===== config.mk =====
export PLATFORM = sky130hd
export DESIGN_NAME = gpio_edge_irq
export DESIGN_NICKNAME = d
export VERILOG_FILES = /design/src/rtl/gpio_irq_pkg.sv /design/src/rtl/gpio_irq_sync.sv /design/src/rtl/gpio_irq_pin_cell.sv /design/src/rtl/gpio_edge_irq.sv
export SDC_FILE = /design/constraint.sdc
export NUM_CORES = 1
export LEC_CHECK = 0
export ABC_AREA = 1
export BUFFER_PORTS_ARGS = -buffer_cell sky130_fd_sc_hd__buf_2
export CAP_MARGIN = 20
export CORE_UTILIZATION = 44
export CTS_CLUSTER_SIZE = 24
export DETAILED_ROUTE_END_ITERATION = 6
export PLACE_DENSITY = 0.79
export SLEW_MARGIN = 40
export SYNTH_ARGS = -nofsm -noshare
export SYNTH_HDL_FRONTEND = slang
export SYNTH_SLANG_ARGS = --single-unit

===== constraint.sdc =====
create_clock -name clk -period 0.8 [get_ports clk]
set_clock_uncertainty 0.2 [all_clocks]
set_input_delay 0.12 -clock clk [delete_from_list [all_inputs] [get_ports clk]]
set_output_delay 0.12 -clock clk [all_outputs]
set_load 0.01 [all_outputs]

===== src/rtl/gpio_irq_pkg.sv =====
package gpio_irq_pkg;

  typedef struct packed {
    logic old;
    logic st;
  } pin_state_t;

  // Next state of one pin: clear command over set command over detection.
  function automatic pin_state_t pin_next(pin_state_t cur, logic diff,
                                          logic set_c, logic clr_c);
    pin_state_t n;
    if (clr_c) begin
      n.old = 1'b0;
      n.st  = 1'b0;
    end else if (set_c) begin
      n.old = 1'b1;
      n.st  = 1'b0;
    end else begin
      n.old = cur.old;
      n.st  = cur.st | diff;
    end
    return n;
  endfunction

endpackage


===== src/rtl/gpio_irq_sync.sv =====
module gpio_irq_sync #(
  parameter int W = 8
) (
  input  logic         clk,
  input  logic         rst_n,
  input  logic [W-1:0] d,
  output logic [W-1:0] q
);
  logic [W-1:0] meta;

  always_ff @(posedge clk or negedge rst_n) begin
    if (!rst_n) begin
      meta <= '0;
      q    <= '0;
    end else begin
      meta <= d;
      q    <= meta;
    end
  end
endmodule


===== src/rtl/gpio_irq_pin_cell.sv =====
module gpio_irq_pin_cell
  import gpio_irq_pkg::*;
(
  input  logic clk,
  input  logic rst_n,
  input  logic level,
  input  logic set_cmd,
  input  logic clr_cmd,
  output logic diff,
  output logic old_q,
  output logic st_q
);
  pin_state_t cur, nxt;

  assign diff = level ^ cur.old;
  assign nxt  = pin_next(cur, diff, set_cmd, clr_cmd);

  always_ff @(posedge clk or negedge rst_n) begin
    if (!rst_n) cur <= '0;
    else        cur <= nxt;
  end

  assign old_q = cur.old;
  assign st_q  = cur.st;
endmodule


===== src/rtl/gpio_edge_irq.sv =====
module gpio_edge_irq #(
  parameter int N_PORTS       = 2,
  parameter int PINS_PER_PORT = 4
) (
  input  logic        clk,
  input  logic        rst_n,
  input  logic [7:0]  pin_in,
  input  logic        reg_wr,
  input  logic        reg_addr,
  input  logic [31:0] reg_wdata,
  output logic [31:0] reg_rdata,
  output logic        irq_event
);
  localparam int NPINS   = N_PORTS * PINS_PER_PORT;
  localparam int OFS_OLD = NPINS;
  localparam int OFS_SET = 2 * NPINS;
  localparam int OFS_CLR = 3 * NPINS;
  localparam logic ADDR_STATUS = 1'b0;
  localparam logic ADDR_ENABLE = 1'b1;

  logic [NPINS-1:0] pin_sync;
  logic [NPINS-1:0] ack_set, ack_clr;
  logic [NPINS-1:0] pin_diff, old_q, st_q;
  logic [NPINS-1:0] en_q;
  logic             wr_status, wr_enable;
  logic             unused_wdata;

  assign wr_status    = reg_wr && (reg_addr == ADDR_STATUS);
  assign wr_enable    = reg_wr && (reg_addr == ADDR_ENABLE);
  assign ack_set      = wr_status ? reg_wdata[OFS_SET +: NPINS] : '0;
  assign ack_clr      = wr_status ? reg_wdata[OFS_CLR +: NPINS] : '0;
  assign unused_wdata = ^reg_wdata[OFS_OLD +: NPINS];

  gpio_irq_sync #(.W(NPINS)) u_sync (
    .clk(clk), .rst_n(rst_n), .d(pin_in), .q(pin_sync)
  );

  for (genvar i = 0; i < NPINS; i++) begin : g_pin
    gpio_irq_pin_cell u_cell (
      .clk(clk), .rst_n(rst_n), .level(pin_sync[i]),
      .set_cmd(ack_set[i]), .clr_cmd(ack_clr[i]),
      .diff(pin_diff[i]), .old_q(old_q[i]), .st_q(st_q[i])
    );
  end

  always_ff @(posedge clk or negedge rst_n) begin
    if (!rst_n)         en_q <= '0;
    else if (wr_enable) en_q <= reg_wdata[NPINS-1:0];
  end

  always_comb begin
    reg_rdata = '0;
    if (reg_addr == ADDR_STATUS) begin
      reg_rdata[0 +: NPINS]       = st_q;
      reg_rdata[OFS_OLD +: NPINS] = old_q;
    end else begin
      reg_rdata[NPINS-1:0] = en_q;
    end
  end

  assign irq_event = |(st_q & en_q);
endmodule


==> After elaboration in Yosys (flattened, before gate mapping) <==
Cells that the tools add are included.
{ "op_classes": {"muxes": 20, "n_bitwise": 18, "n_reduce_logical": 11} }
{ "op_table": {"columns": ["cell", "n"], "rows": [
  ["$mux W2", 16],
  ["$mux W8", 4],
  ["$reduce_bool A2 Y1", 8],
  ["$and A8 B8 Y8", 1],
  ["$or A1 B1 Y1", 8],
  ["$reduce_or A8 Y1", 1],
  ["$xor A1 B1 Y1", 8],
  ["$logic_and A1 B1 Y1", 2],
  ["$not A1 Y1", 1]
]} }
{ "word_totals": {"reg_bits": 40, "in_bits": 44, "out_inout_bits": 33, "wordCells": 68} }

==> Logic depth before layout (Yosys ltp) <==
Gate-level depths: netlist (run 1).
{ "logic_depth": {"depth_word": 5, "ltp_mapped": 6, "ltp_nobuf": 5} }

==> Cells and area by module <==
From an unflattened synthesis (run 1), not the netlist that was laid out.
{ "hier_totals": {"hier_cells": 272, "area_unflattened_um2": 2044.5} }
{ "by_module_without_submodules": {"columns": ["mod", "n_inst", "cells_per_inst", "area_each_um2", "seq_area_each_um2"], "rows": [
  ["gpio_edge_irq", 1, 144, 873.3, 200.2],
  ["gpio_irq_pin_cell", 8, 14, 96.3, 50.0],
  ["gpio_irq_sync", 1, 16, 400.4, 400.4]
]} }

==> Least setup slack after synthesis (run 1) <==
Ideal clock, no wire load.
{ "synth_timing": {"kind": "input to output", "from": "in reg_addr", "to": "out reg_rdata[2]", "arrival_time_ns": 0.676, "t_required_ns": 0.480, "setup_slack_ns": -0.196, "path_stages": 3, "n_path_buf": 2, "path_cell_list": "buf_6 > buf_6 > o21ai_0"} }
{ "synth_via": {"elab_chain_cells": 1} }
{ "synth_rtl": {"columns": ["element", "line_no", "text"], "rows": [
  ["start, declared", "gpio_edge_irq.sv:9", "input logic reg_addr,"],
  ["$mux W8", "gpio_edge_irq.sv:53", "if (reg_addr == ADDR_STATUS) begin"],
  ["end, declared", "gpio_edge_irq.sv:11", "output logic [31:0] reg_rdata,"]
]} }
Every way passes these cells.

==> Worst setup path after layout (run 1) <==
{ "layout_timing": {"from": "reg en_q[4]", "to": "out reg_rdata[4]"} }
{ "layout_via": {"elab_chain_cells": 1} }
{ "layout_rtl": {"columns": ["element", "line_no", "text"], "rows": [
  ["start, declared", "gpio_edge_irq.sv:24", "logic [NPINS-1:0] en_q;"],
  ["start signal, assigned", "gpio_edge_irq.sv:48", "else if (wr_enable) en_q <= reg_wdata[NPINS-1:0];"],
  ["$mux W8", "gpio_edge_irq.sv:53", null]
]} }
Every way passes these cells.

==> results by group, run 1 <==
Synth
  – Post-synthesis compound-gate area fraction: 4.25%
  – Post-Synth Simple-Gate Area: 26.8%
  – Top_reg_cell synth: dfrtp_1
  – Number of flops mapped to enable cells by yosys: 0
  – Sequential-to-total area share from yosys stat: 50.8%
  – Synth cell count leaders: 79 x nand2_1, 41 x inv_1, 40 x dfrtp_1, 31 x nor2_1, 17 x nand3_1
  – Mapped Area: 1970 sq um
  – FF+latch count, synth: 40
  – Yosys top cell by area: dfrtp_1
  – Synth top area share: 50.8%
  – Synth unique cells: 16
  – Avg Cell Area, Syn: 7.86 sq um
  – Count leader, synth: nand2_1
  – Largest family of logic cells by synthesized area: simple AND/OR/NAND/NOR gates
  – Synth area leaders: dfrtp_1 51%, nand2_1 15%, inv_1 7.8%
  – Syn. warnings: 0
  – Post-Synth Adder-Cell Area: 0%
  – Async S/R FF share, synth: 100%
  – Mux cell area share after synthesis: 0%
  – Post-Syn Instances: 251
  – XOR/XNOR Fraction of Synth Area: 0%

STA
  – Fin. max-slew vios: 0
  – TNS Setup: -13.77 ns
  – Final number of setup-violating endpoints: 41
  – Final worst path period need: 1.49 ns
  – Setup ws final: -0.691 ns
  – Final Hold Fails: 24
  – Period utilization: 186%
  – RSZ-0062 raised after global routing: true
  – WHS: -0.151 ns
  – Upper clock frequency limit: 0.671 GHz

Power
  – Maximum vdd drop: 1.09 mV
  – Lkg Pwr: 0.00168 uW
  – Design Power: 5630 uW
  – Cell Pwr Density: 1830 nW/um^2

Route
  – Vias post-DR: 1835
  – Vias/cell: 4.61
  – Post-route ant nets: 0
  – Residual DRC: 0
  – Initial DRC count: 79
  – Routed wire per std cell: 12.7 um
  – 1st-pass router iterations: 4
  – WL final: 5060 um

Global routing
  – Global-route wire length before repair: 7430 um
  – GRT Overall Usage: 22.2%
  – Routing usage on met2: 36.7%
  – Largest net degree at the start of global routing: 41
  – Vias in the first global route: 1712
  – Grt ovf: 0
  – Met1 Usage GRT: 26.5%
  – GR Util met3: 5.59%
  – GR peak layer: met2
  – Initial antenna violation count: 0

Critical path
  – Crit Path Class: reg -> out
  – R2R Path End: en_q[4]$_DFFE_PN0P_
  – Reg2Reg Depth: 5
  – CP endpoint: reg_rdata[4]
  – Setup slack, reg-to-reg: -0.36 ns
  – Critical Path RT: 0.48 ns
  – Crit. End Element: primary output
  – CP startpoint: en_q[4]$_DFFE_PN0P_
  – FF-to-FF Start: en_q[4]$_DFFE_PN0P_
  – Crit-path max FO: 2
  – Worst setup SP type: flip-flop
  – Arrival @ worst endpoint: 1.17 ns

Outcome
  – Failing checks: negative hold slack, negative setup slack
  – Outcome: finished with violations

Clocking
  – Clock sink count: 40
  – Clk root buf: clkbuf_8
  – Clk Latency, worst-skew pair: 0.30 ns
  – CTS tree: done
  – CTS buffer count: 5
  – Clock transition at the registers of the reported paths: 0.08 ns
  – CTS Hold Bufs: 9
  – Longest Clk Path Bufs: 2
  – H-Tree Depth: 2

Floorplanning
  – Initial core utilization: 47.6%
  – Core footprint: 4140 sq um
  – Die area: 4750 sq um
  – Row count: 23
  – I/O Pins: 77
  – Chip height: 68.9 um
  – Die Width: 68.9 um

Placement
  – PortBufs: 52
  – Placed cells: 363
  – RD Place Congestion: 0.820
  – Hpwl dp: 3160 um

Cells and area
  – Non-filler instance count after layout: 398
  – Antenna diode count: 0
  – Fin nets: 391
  – Utilization after layout: 74.1%
  – Share of layout cells above drive strength 1: 48.0%
  – Area growth syn-to-layout: 55.8%

Flow run
  – Max-Cap Viols: 0

Worst hold path
  – Hold Crit Class: in -> reg
[kinds of logic after synthesis]
group,after synthesis
buf+inv,65
simple gates,129
compound gates,16
other cells,1
flops,40
[cell type report]
class / instances / area [sq um]
Tap cell: 50 / 62.6
Clock inverter: 2 / 10.0
Sequential cell: 40 / 1000
Multi-Input combinational cell: 161 / 926
Timing Repair Buffer: 96 / 816
Fill cell: 287 / 1070
Clock buffer: 6 / 82.6
Inverter: 43 / 174
[sequential cells by signal, indices dropped and copies added (netlist names)]
name and count:
u_sync.meta 8, g_pin.u_cell.st_q 8, u_sync.q 8, en_q 8
g_pin.u_cell.old_q 8
[worst min path at each step]
stage | slack [ns] | to | start | cells after the start
floorplan | -0.38 | en_q[0]$_DFFE_PN0P_ | rst_n | 0
global placement | -0.1 | u_sync.meta[2]$_DFF_PN0_ | rst_n | 2
detailed placement | -0.09 | u_sync.q[4]$_DFF_PN0_ | rst_n | 2
CTS | -0.15 | en_q[6]$_DFFE_PN0P_ | reg_wdata[6] | 3
global route | -0.14 | en_q[1]$_DFFE_PN0P_ | reg_wdata[1] | 3
finish | -0.15 | en_q[1]$_DFFE_PN0P_ | reg_wdata[1] | 3
[repair_timing]
action                                  in CTS  in global routing
endpoints found under the hold margin       72                 23
buffers inserted                            13                 13
endpoints found under the setup margin      41                 41
resized for setup                           41                 39
pin swaps                                   22                 23
[critical path, stage by stage (launching register included)]
cell     delay [ns]
dfrtp_1        0.39
buf_4          0.14
buf_6          0.11
nand2_4        0.06
o21ai_4        0.06
buf_6          0.12
[power by group]
part / internal [uW] / switching [uW] / total, uW / leakage, uW
registers: 2240 / 129 / 2370 / 0.000466
clock network: 689 / 722 / 1410 / 0.0000510
logic: 907 / 948 / 1850 / 0.00116
total: 3830 / 1800 / 5630 / 0.00168
[layout by cell type, fill, tap and decap left out]
master,instances
a21oi_1,7
buf_12,5
buf_2,41
buf_4,11
buf_6,30
clkbuf_8,6
clkinv_2,2
conb_1,16
dfrtp_1,40
dlygate4sd3_1,9
inv_1,28
inv_2,11
inv_4,3
inv_6,1
nand2_1,48
nand2_2,26
nand2_4,6
nand3_1,14
nand3_2,3
nor2_1,19
nor2_2,3
nor2_4,9
nor2_8,1
o21ai_2,5
o21ai_4,4
[metrics by stage]
step	setup slack (ns)	cell area, sq um
5_1_grt	-0.730	3070
3_3_place_gp	-0.339	2490
4_1_cts	-0.643	2920
2_1_floorplan	-0.158	2190
3_5_place_dp	-0.350	2490
6_report	-0.691	3070
[layer usage]
| layer | wire, um | part of all wire, % |
|---|---|---|
| met1 | 2120 | 42 |
| met2 | 2550 | 50 |
| met3 | 262 | 5.2 |
| met4 | 137 | 2.7 |
| met5 | 0 | 0 |
No activity file was read; power rests on OpenSTA's default activity.
==> run 2, diff against run 1 <==
--- a/config.mk
+++ b/config.mk
@@ -6,11 +6,13 @@
 export NUM_CORES = 1
 export LEC_CHECK = 0
 export ABC_AREA = 1
+export ABC_CLOCK_PERIOD_IN_PS = 800
 export BUFFER_PORTS_ARGS = -buffer_cell sky130_fd_sc_hd__buf_2
 export CAP_MARGIN = 20
 export CORE_UTILIZATION = 44
 export CTS_CLUSTER_SIZE = 24
 export DETAILED_ROUTE_END_ITERATION = 6
+export MAX_ROUTING_LAYER = met4
 export PLACE_DENSITY = 0.79
 export SLEW_MARGIN = 40
 export SYNTH_ARGS = -nofsm -noshare
==> results by group, run 2 (same netlist as run 1, synthesis figures left out) <==
Outcome
  – Outcome: finished with violations (unchanged)
  – Failing checks: negative hold slack, negative setup slack (unchanged)

Cells and area
  – Non-filler instance count after layout: 398 (unchanged)
  – Share of layout cells above drive strength 1: 48.0% (unchanged)
  – Utilization after layout: 74.1% (unchanged)
  – Fillers: 287 (unchanged)
  – Area growth syn-to-layout: 55.8% (unchanged)
  – Final Cell Area: 3070 sq um (unchanged)
  – Commonest cells after routing, fill and taps aside: 48 x nand2_1, 41 x buf_2, 40 x dfrtp_1 (unchanged)
  – Fin nets: 391 (unchanged)
  – Most common cell after layout, fill and taps aside: nand2_1 (unchanged)
  – Antenna diode count: 0 (unchanged)

Route
  – Residual DRC: 0 (unchanged)
  – Vias/cell: 4.59 (was 4.61)
  – Post-route ant nets: 0 (unchanged)
  – 1st-pass router iterations: 4 (unchanged)
  – WL final: 5070 um (was 5060 um)
  – Routed wire per std cell: 12.7 um (about the same)
  – Vias post-DR: 1828 (was 1835)
  – Initial DRC count: 82 (was 79)

STA
  – Fin. max-slew vios: 0 (unchanged)
  – Final Hold Fails: 24 (unchanged)
  – Final number of setup-violating endpoints: 41 (unchanged)
  – RSZ-0062 raised after global routing: true (unchanged)
  – WHS: -0.151 ns (about the same)
  – Period utilization: 187% (was 186%)
  – Final worst path period need: 1.49 ns (about the same)
  – Setup ws final: -0.692 ns (was -0.691 ns)
  – TNS Setup: -13.77 ns (about the same)
  – Upper clock frequency limit: 0.670 GHz (was 0.671 GHz)

Floorplanning
  – Chip height: 68.9 um (unchanged)
  – Initial core utilization: 47.6% (unchanged)
  – I/O Pins: 77 (unchanged)
  – Row count: 23 (unchanged)
  – Die area: 4750 sq um (unchanged)
  – Die Width: 68.9 um (unchanged)
  – Core footprint: 4140 sq um (unchanged)

Clocking
  – CTS buffer count: 5 (unchanged)
  – CTS Hold Bufs: 9 (unchanged)
  – Clk root buf: clkbuf_8 (unchanged)
  – Clk Latency, worst-skew pair: 0.30 ns (about the same)
  – CTS tree: done (unchanged)
  – H-Tree Depth: 2 (unchanged)
  – Longest Clk Path Bufs: 2 (unchanged)
  – Clock sink count: 40 (unchanged)
  – Clock transition at the registers of the reported paths: 0.08 ns (about the same)

Global routing
  – Initial antenna violation count: 0 (unchanged)
  – Grt ovf: 0 (unchanged)
  – Largest net degree at the start of global routing: 41 (unchanged)
  – Global-route wire length before repair: 7420 um (was 7430 um)
  – Vias in the first global route: 1713 (was 1712)
  – GRT Overall Usage: 22.8% (was 22.2%)

Placement
  – Hpwl dp: 3160 um (unchanged)
  – PortBufs: 52 (unchanged)
  – Placed cells: 363 (unchanged)
  – DP Area: 2490 sq um (unchanged)
  – RD Place Congestion: 0.832 (was 0.820)

Worst hold path
  – Worst Hold Depth: 3 (unchanged)
  – Hold Crit Class: in -> reg (unchanged)

Power
  – Maximum vdd drop: 1.09 mV (about the same)
  – Lkg Pwr: 0.00168 uW (unchanged)
  – Cell Pwr Density: 1830 nW/um^2 (about the same)

Critical path
  – Critical Path RT: 0.48 ns (about the same)
  – CP endpoint: reg_rdata[4] (unchanged)
  – Crit-path max FO: 2 (unchanged)
  – FF-to-FF Start: en_q[4]$_DFFE_PN0P_ (unchanged)
  – Setup slack, reg-to-reg: -0.36 ns (about the same)
  – Crit Path Class: reg -> out (unchanged)
  – Reg2Reg Depth: 5 (unchanged)
  – R2R Path End: en_q[4]$_DFFE_PN0P_ (unchanged)
  – Worst setup SP type: flip-flop (unchanged)
  – Arrival @ worst endpoint: 1.17 ns (about the same)
  – CP startpoint: en_q[4]$_DFFE_PN0P_ (unchanged)
  – Crit. End Element: primary output (unchanged)

Flow run
  – Max-Cap Viols: 0 (unchanged)
==> run 2: worst min path at each step <==
stage / slack (ns) / to / from
5_1_grt: -0.14 / en_q[1]$_DFFE_PN0P_ / reg_wdata[1]
4_1_cts: -0.15 / en_q[6]$_DFFE_PN0P_ / reg_wdata[6]
6_report: -0.15 / en_q[1]$_DFFE_PN0P_ / reg_wdata[1]
3_5_place_dp: -0.09 / u_sync.q[4]$_DFF_PN0_ / rst_n
3_3_place_gp: -0.1 / u_sync.meta[2]$_DFF_PN0_ / rst_n
2_1_floorplan: -0.38 / en_q[0]$_DFFE_PN0P_ / rst_n
==> run 2: repair_timing <==
item | CTS | global route
gates resized for setup | 41 | 39
pin swaps | 22 | 23
setup endpoints to repair | 41 | 41
endpoints found under the hold margin | 72 | 23
buffers inserted | 13 | 13
==> run 2: area by class of cell <==
class                      count  area [sq um]  share of cell area [%]
clock buffer                   6          82.6                    2.69
clock inverter                 2          10.0                   0.326
timing repair buffer          96           816                    26.6
tap                           50          62.6                    2.04
multi-input combinational    161           926                    30.1
inverter                      43           174                    5.66
sequential                    40          1000                    32.6
==> run 2: critical path: stages, from the launching register on <==
cell     delay (ns)
dfrtp_1        0.39
buf_4          0.14
buf_6          0.11
nand2_4        0.06
o21ai_4        0.06
buf_6          0.12
==> run 2: layer usage <==
layer | GRT usage [%] | part of all wire [%] | routed length (um) | vias up
li1 | - | - | - | 903
met5 | - | 0 | 0 | -
met3 | 5.59 | 5.4 | 273 | 11
met4 | 11.5 | 2.6 | 131 | 0
met1 | 26.5 | 41 | 2100 | 850
met2 | 36.7 | 50 | 2560 | 64
==> run 2: stage by stage <==
stage               worst slack [ns]  power [uW]
global placement              -0.339        3610
detailed placement            -0.350        3640
floorplan                     -0.158        3240
finish                        -0.692        5630
CTS                           -0.643        5410
global route                  -0.730        5940
==> run 2: where the power goes <==
| group | leakage, uW | total, uW | internal, uW | switching, uW |
|---|---|---|---|---|
| Sequential | 0.000466 | 2370 | 2240 | 129 |
| Combinational | 0.00116 | 1850 | 907 | 948 |
| Clock | 0.0000510 | 1410 | 689 | 724 |
==> run 3, diff against run 2 <==
--- a/config.mk
+++ b/config.mk
@@ -7,13 +7,13 @@
 export LEC_CHECK = 0
 export ABC_AREA = 1
 export ABC_CLOCK_PERIOD_IN_PS = 800
-export BUFFER_PORTS_ARGS = -buffer_cell sky130_fd_sc_hd__buf_2
 export CAP_MARGIN = 20
-export CORE_UTILIZATION = 44
+export CORE_UTILIZATION = 56
 export CTS_CLUSTER_SIZE = 24
 export DETAILED_ROUTE_END_ITERATION = 6
+export DONT_BUFFER_PORTS = 1
 export MAX_ROUTING_LAYER = met4
-export PLACE_DENSITY = 0.79
+export PLACE_DENSITY = 0.77
 export SLEW_MARGIN = 40
 export SYNTH_ARGS = -nofsm -noshare
 export SYNTH_HDL_FRONTEND = slang
==> results by group, run 3 (same netlist as run 1, synthesis figures left out) <==
Cells and area
  – Share of layout cells above drive strength 1: 35.9% (was 48.0%)
  – Non-filler instance count after layout: 350 (was 398)
  – Utilization after layout: 85.3% (was 74.1%)
  – Commonest cells after routing, fill and taps aside: 43 x nand2_1, 40 x dfrtp_1, 30 x dlygate4sd3_1 (was 48 x nand2_1, 41 x buf_2, 40 x dfrtp_1)
  – Antenna diode count: 0 (unchanged)
  – Most common cell after layout, fill and taps aside: nand2_1 (unchanged)
  – Final Cell Area: 2870 sq um (was 3070 sq um)
  – Fin nets: 347 (was 391)
  – Area growth syn-to-layout: 45.4% (was 55.8%)

Global routing
  – GR peak layer: met2 (unchanged)
  – Vias in the first global route: 1535 (was 1713)
  – Routing usage on met2: 43.8% (was 36.7%)
  – GR Util met3: 7.98% (was 5.59%)
  – Global-route wire length before repair: 6800 um (was 7420 um)
  – GRT Overall Usage: 27.3% (was 22.8%)
  – Grt ovf: 0 (unchanged)
  – Met1 Usage GRT: 30.7% (was 26.5%)
  – Largest net degree at the start of global routing: 41 (unchanged)
  – Initial antenna violation count: 0 (unchanged)

STA
  – RSZ-0062 raised after global routing: true (unchanged)
  – Final Hold Fails: 64 (was 24)
  – Period utilization: 182% (was 187%)
  – Setup ws final: -0.657 ns (was -0.692 ns)
  – WHS: -0.757 ns (was -0.151 ns)
  – Fin. max-slew vios: 0 (unchanged)
  – Final worst path period need: 1.46 ns (was 1.49 ns)
  – Final number of setup-violating endpoints: 41 (unchanged)
  – Upper clock frequency limit: 0.686 GHz (was 0.670 GHz)

Placement
  – Placed cells: 300 (was 363)
  – PortBufs: 0 (was 52)
  – DP Area: 2130 sq um (was 2490 sq um)
  – RD Place Congestion: 0.780 (was 0.832)
  – Hpwl dp: 2630 um (was 3160 um)

Power
  – Cell Pwr Density: 1880 nW/um^2 (was 1830 nW/um^2)
  – Lkg Pwr: 0.00147 uW (was 0.00168 uW)
  – Design Power: 5380 uW (was 5630 uW)
  – Maximum vdd drop: 1.74 mV (was 1.09 mV)

Clocking
  – Clk Latency, worst-skew pair: 0.35 ns (was 0.30 ns)
  – H-Tree Depth: 2 (unchanged)
  – Clk root buf: clkbuf_4 (was clkbuf_8)
  – CTS buffer count: 5 (unchanged)
  – CTS Hold Bufs: 30 (was 9)
  – CTS tree: done (unchanged)
  – Longest Clk Path Bufs: 2 (unchanged)
  – Clock transition at the registers of the reported paths: 0.12 ns (was 0.08 ns)
  – Clock sink count: 40 (unchanged)

Critical path
  – FF-to-FF Start: en_q[0]$_DFFE_PN0P_ (was en_q[4]$_DFFE_PN0P_)
  – Setup slack, reg-to-reg: -0.39 ns (was -0.36 ns)
  – Crit Path Class: reg -> out (unchanged)
  – Worst setup SP type: flip-flop (unchanged)
  – Crit-path max FO: 2 (unchanged)
  – Crit. End Element: primary output (unchanged)
  – Arrival @ worst endpoint: 1.14 ns (was 1.17 ns)
  – R2R Path End: en_q[0]$_DFFE_PN0P_ (was en_q[4]$_DFFE_PN0P_)
  – Reg2Reg Depth: 5 (unchanged)
  – Critical Path RT: 0.48 ns (about the same)

Floorplanning
  – Row count: 21 (was 23)
  – Chip height: 61.3 um (was 68.9 um)
  – I/O Pins: 77 (unchanged)
  – Die area: 3760 sq um (was 4750 sq um)
  – Die Width: 61.3 um (was 68.9 um)
  – Core footprint: 3360 sq um (was 4140 sq um)
  – Initial core utilization: 58.6% (was 47.6%)

Route
  – WL final: 5190 um (was 5070 um)
  – Vias post-DR: 1741 (was 1828)
  – Residual DRC: 0 (unchanged)
  – Post-route ant nets: 0 (unchanged)
  – Routed wire per std cell: 14.8 um (was 12.7 um)
  – Vias/cell: 4.97 (was 4.59)
  – 1st-pass router iterations: 4 (unchanged)
  – Initial DRC count: 111 (was 82)

Worst hold path
  – Hold Crit Class: in -> async (was in -> reg)

Flow run
  – Max-Cap Viols: 0 (unchanged)

Outcome
  – Outcome: finished with violations (unchanged)
  – Failing checks: negative hold slack, negative setup slack (unchanged)
## run 3: what timing repair did
item / 4_1_cts / 5_1_grt
setup buffers: 9 / 8
resized for setup: 36 / 42
endpoints found under the setup margin: 41 / 41
endpoints found under the hold margin: 72 / 64
gates cloned: 0 / 0
pin swaps: 21 / 15
## run 3: worst max path at each step
stage	end	depth (start not counted)	slack, ns	start
2_1_floorplan	irq_event	4	-0.16	en_q[7]$_DFFE_PN0P_
3_3_place_gp	irq_event	4	-0.21	g_pin[6].u_cell.st_q$_DFF_PN0_
3_5_place_dp	irq_event	4	-0.21	g_pin[0].u_cell.st_q$_DFF_PN0_
4_1_cts	irq_event	4	-0.61	g_pin[4].u_cell.st_q$_DFF_PN0_
5_1_grt	irq_event	4	-0.75	g_pin[4].u_cell.st_q$_DFF_PN0_
6_report	irq_event	4	-0.66	g_pin[4].u_cell.st_q$_DFF_PN0_
## run 3: layout make-up
type | count | area, sq um
Clock buffer | 7 | 65.1
Clock inverter | 1 | 30.0
Fill cell | 174 | 495
Inverter | 43 | 169
Multi-Input combinational cell | 161 | 991
Sequential cell | 40 | 1000
Tap cell | 46 | 57.6
Timing Repair Buffer | 52 | 554
## run 3: critical path, cell delays in order, from the launching register on
cell	delay, ns
dfrtp_1	0.42
nand2_1	0.08
nand2_1	0.08
nor2_1	0.09
nand2_1	0.11
## run 3: layer usage
metal  wire, um  part of all wire (%)
met5          0                     0
met1       1970                    38
met3        344                   6.6
met4        108                   2.1
met2       2770                    53
## run 3: per-stage QoR
step                      TNS (ns)  worst slack, ns
final                       -13.80           -0.657
after global routing        -15.61           -0.748
after CTS                   -12.78           -0.611
after detailed placement     -4.75           -0.208
after global placement       -4.28           -0.206
after floorplan              -2.47           -0.158
## run 3: where the power goes
group	switching (uW)	total [uW]	internal, uW
Sequential	136	2370	2240
Combinational	816	1520	708
Clock	655	1480	830
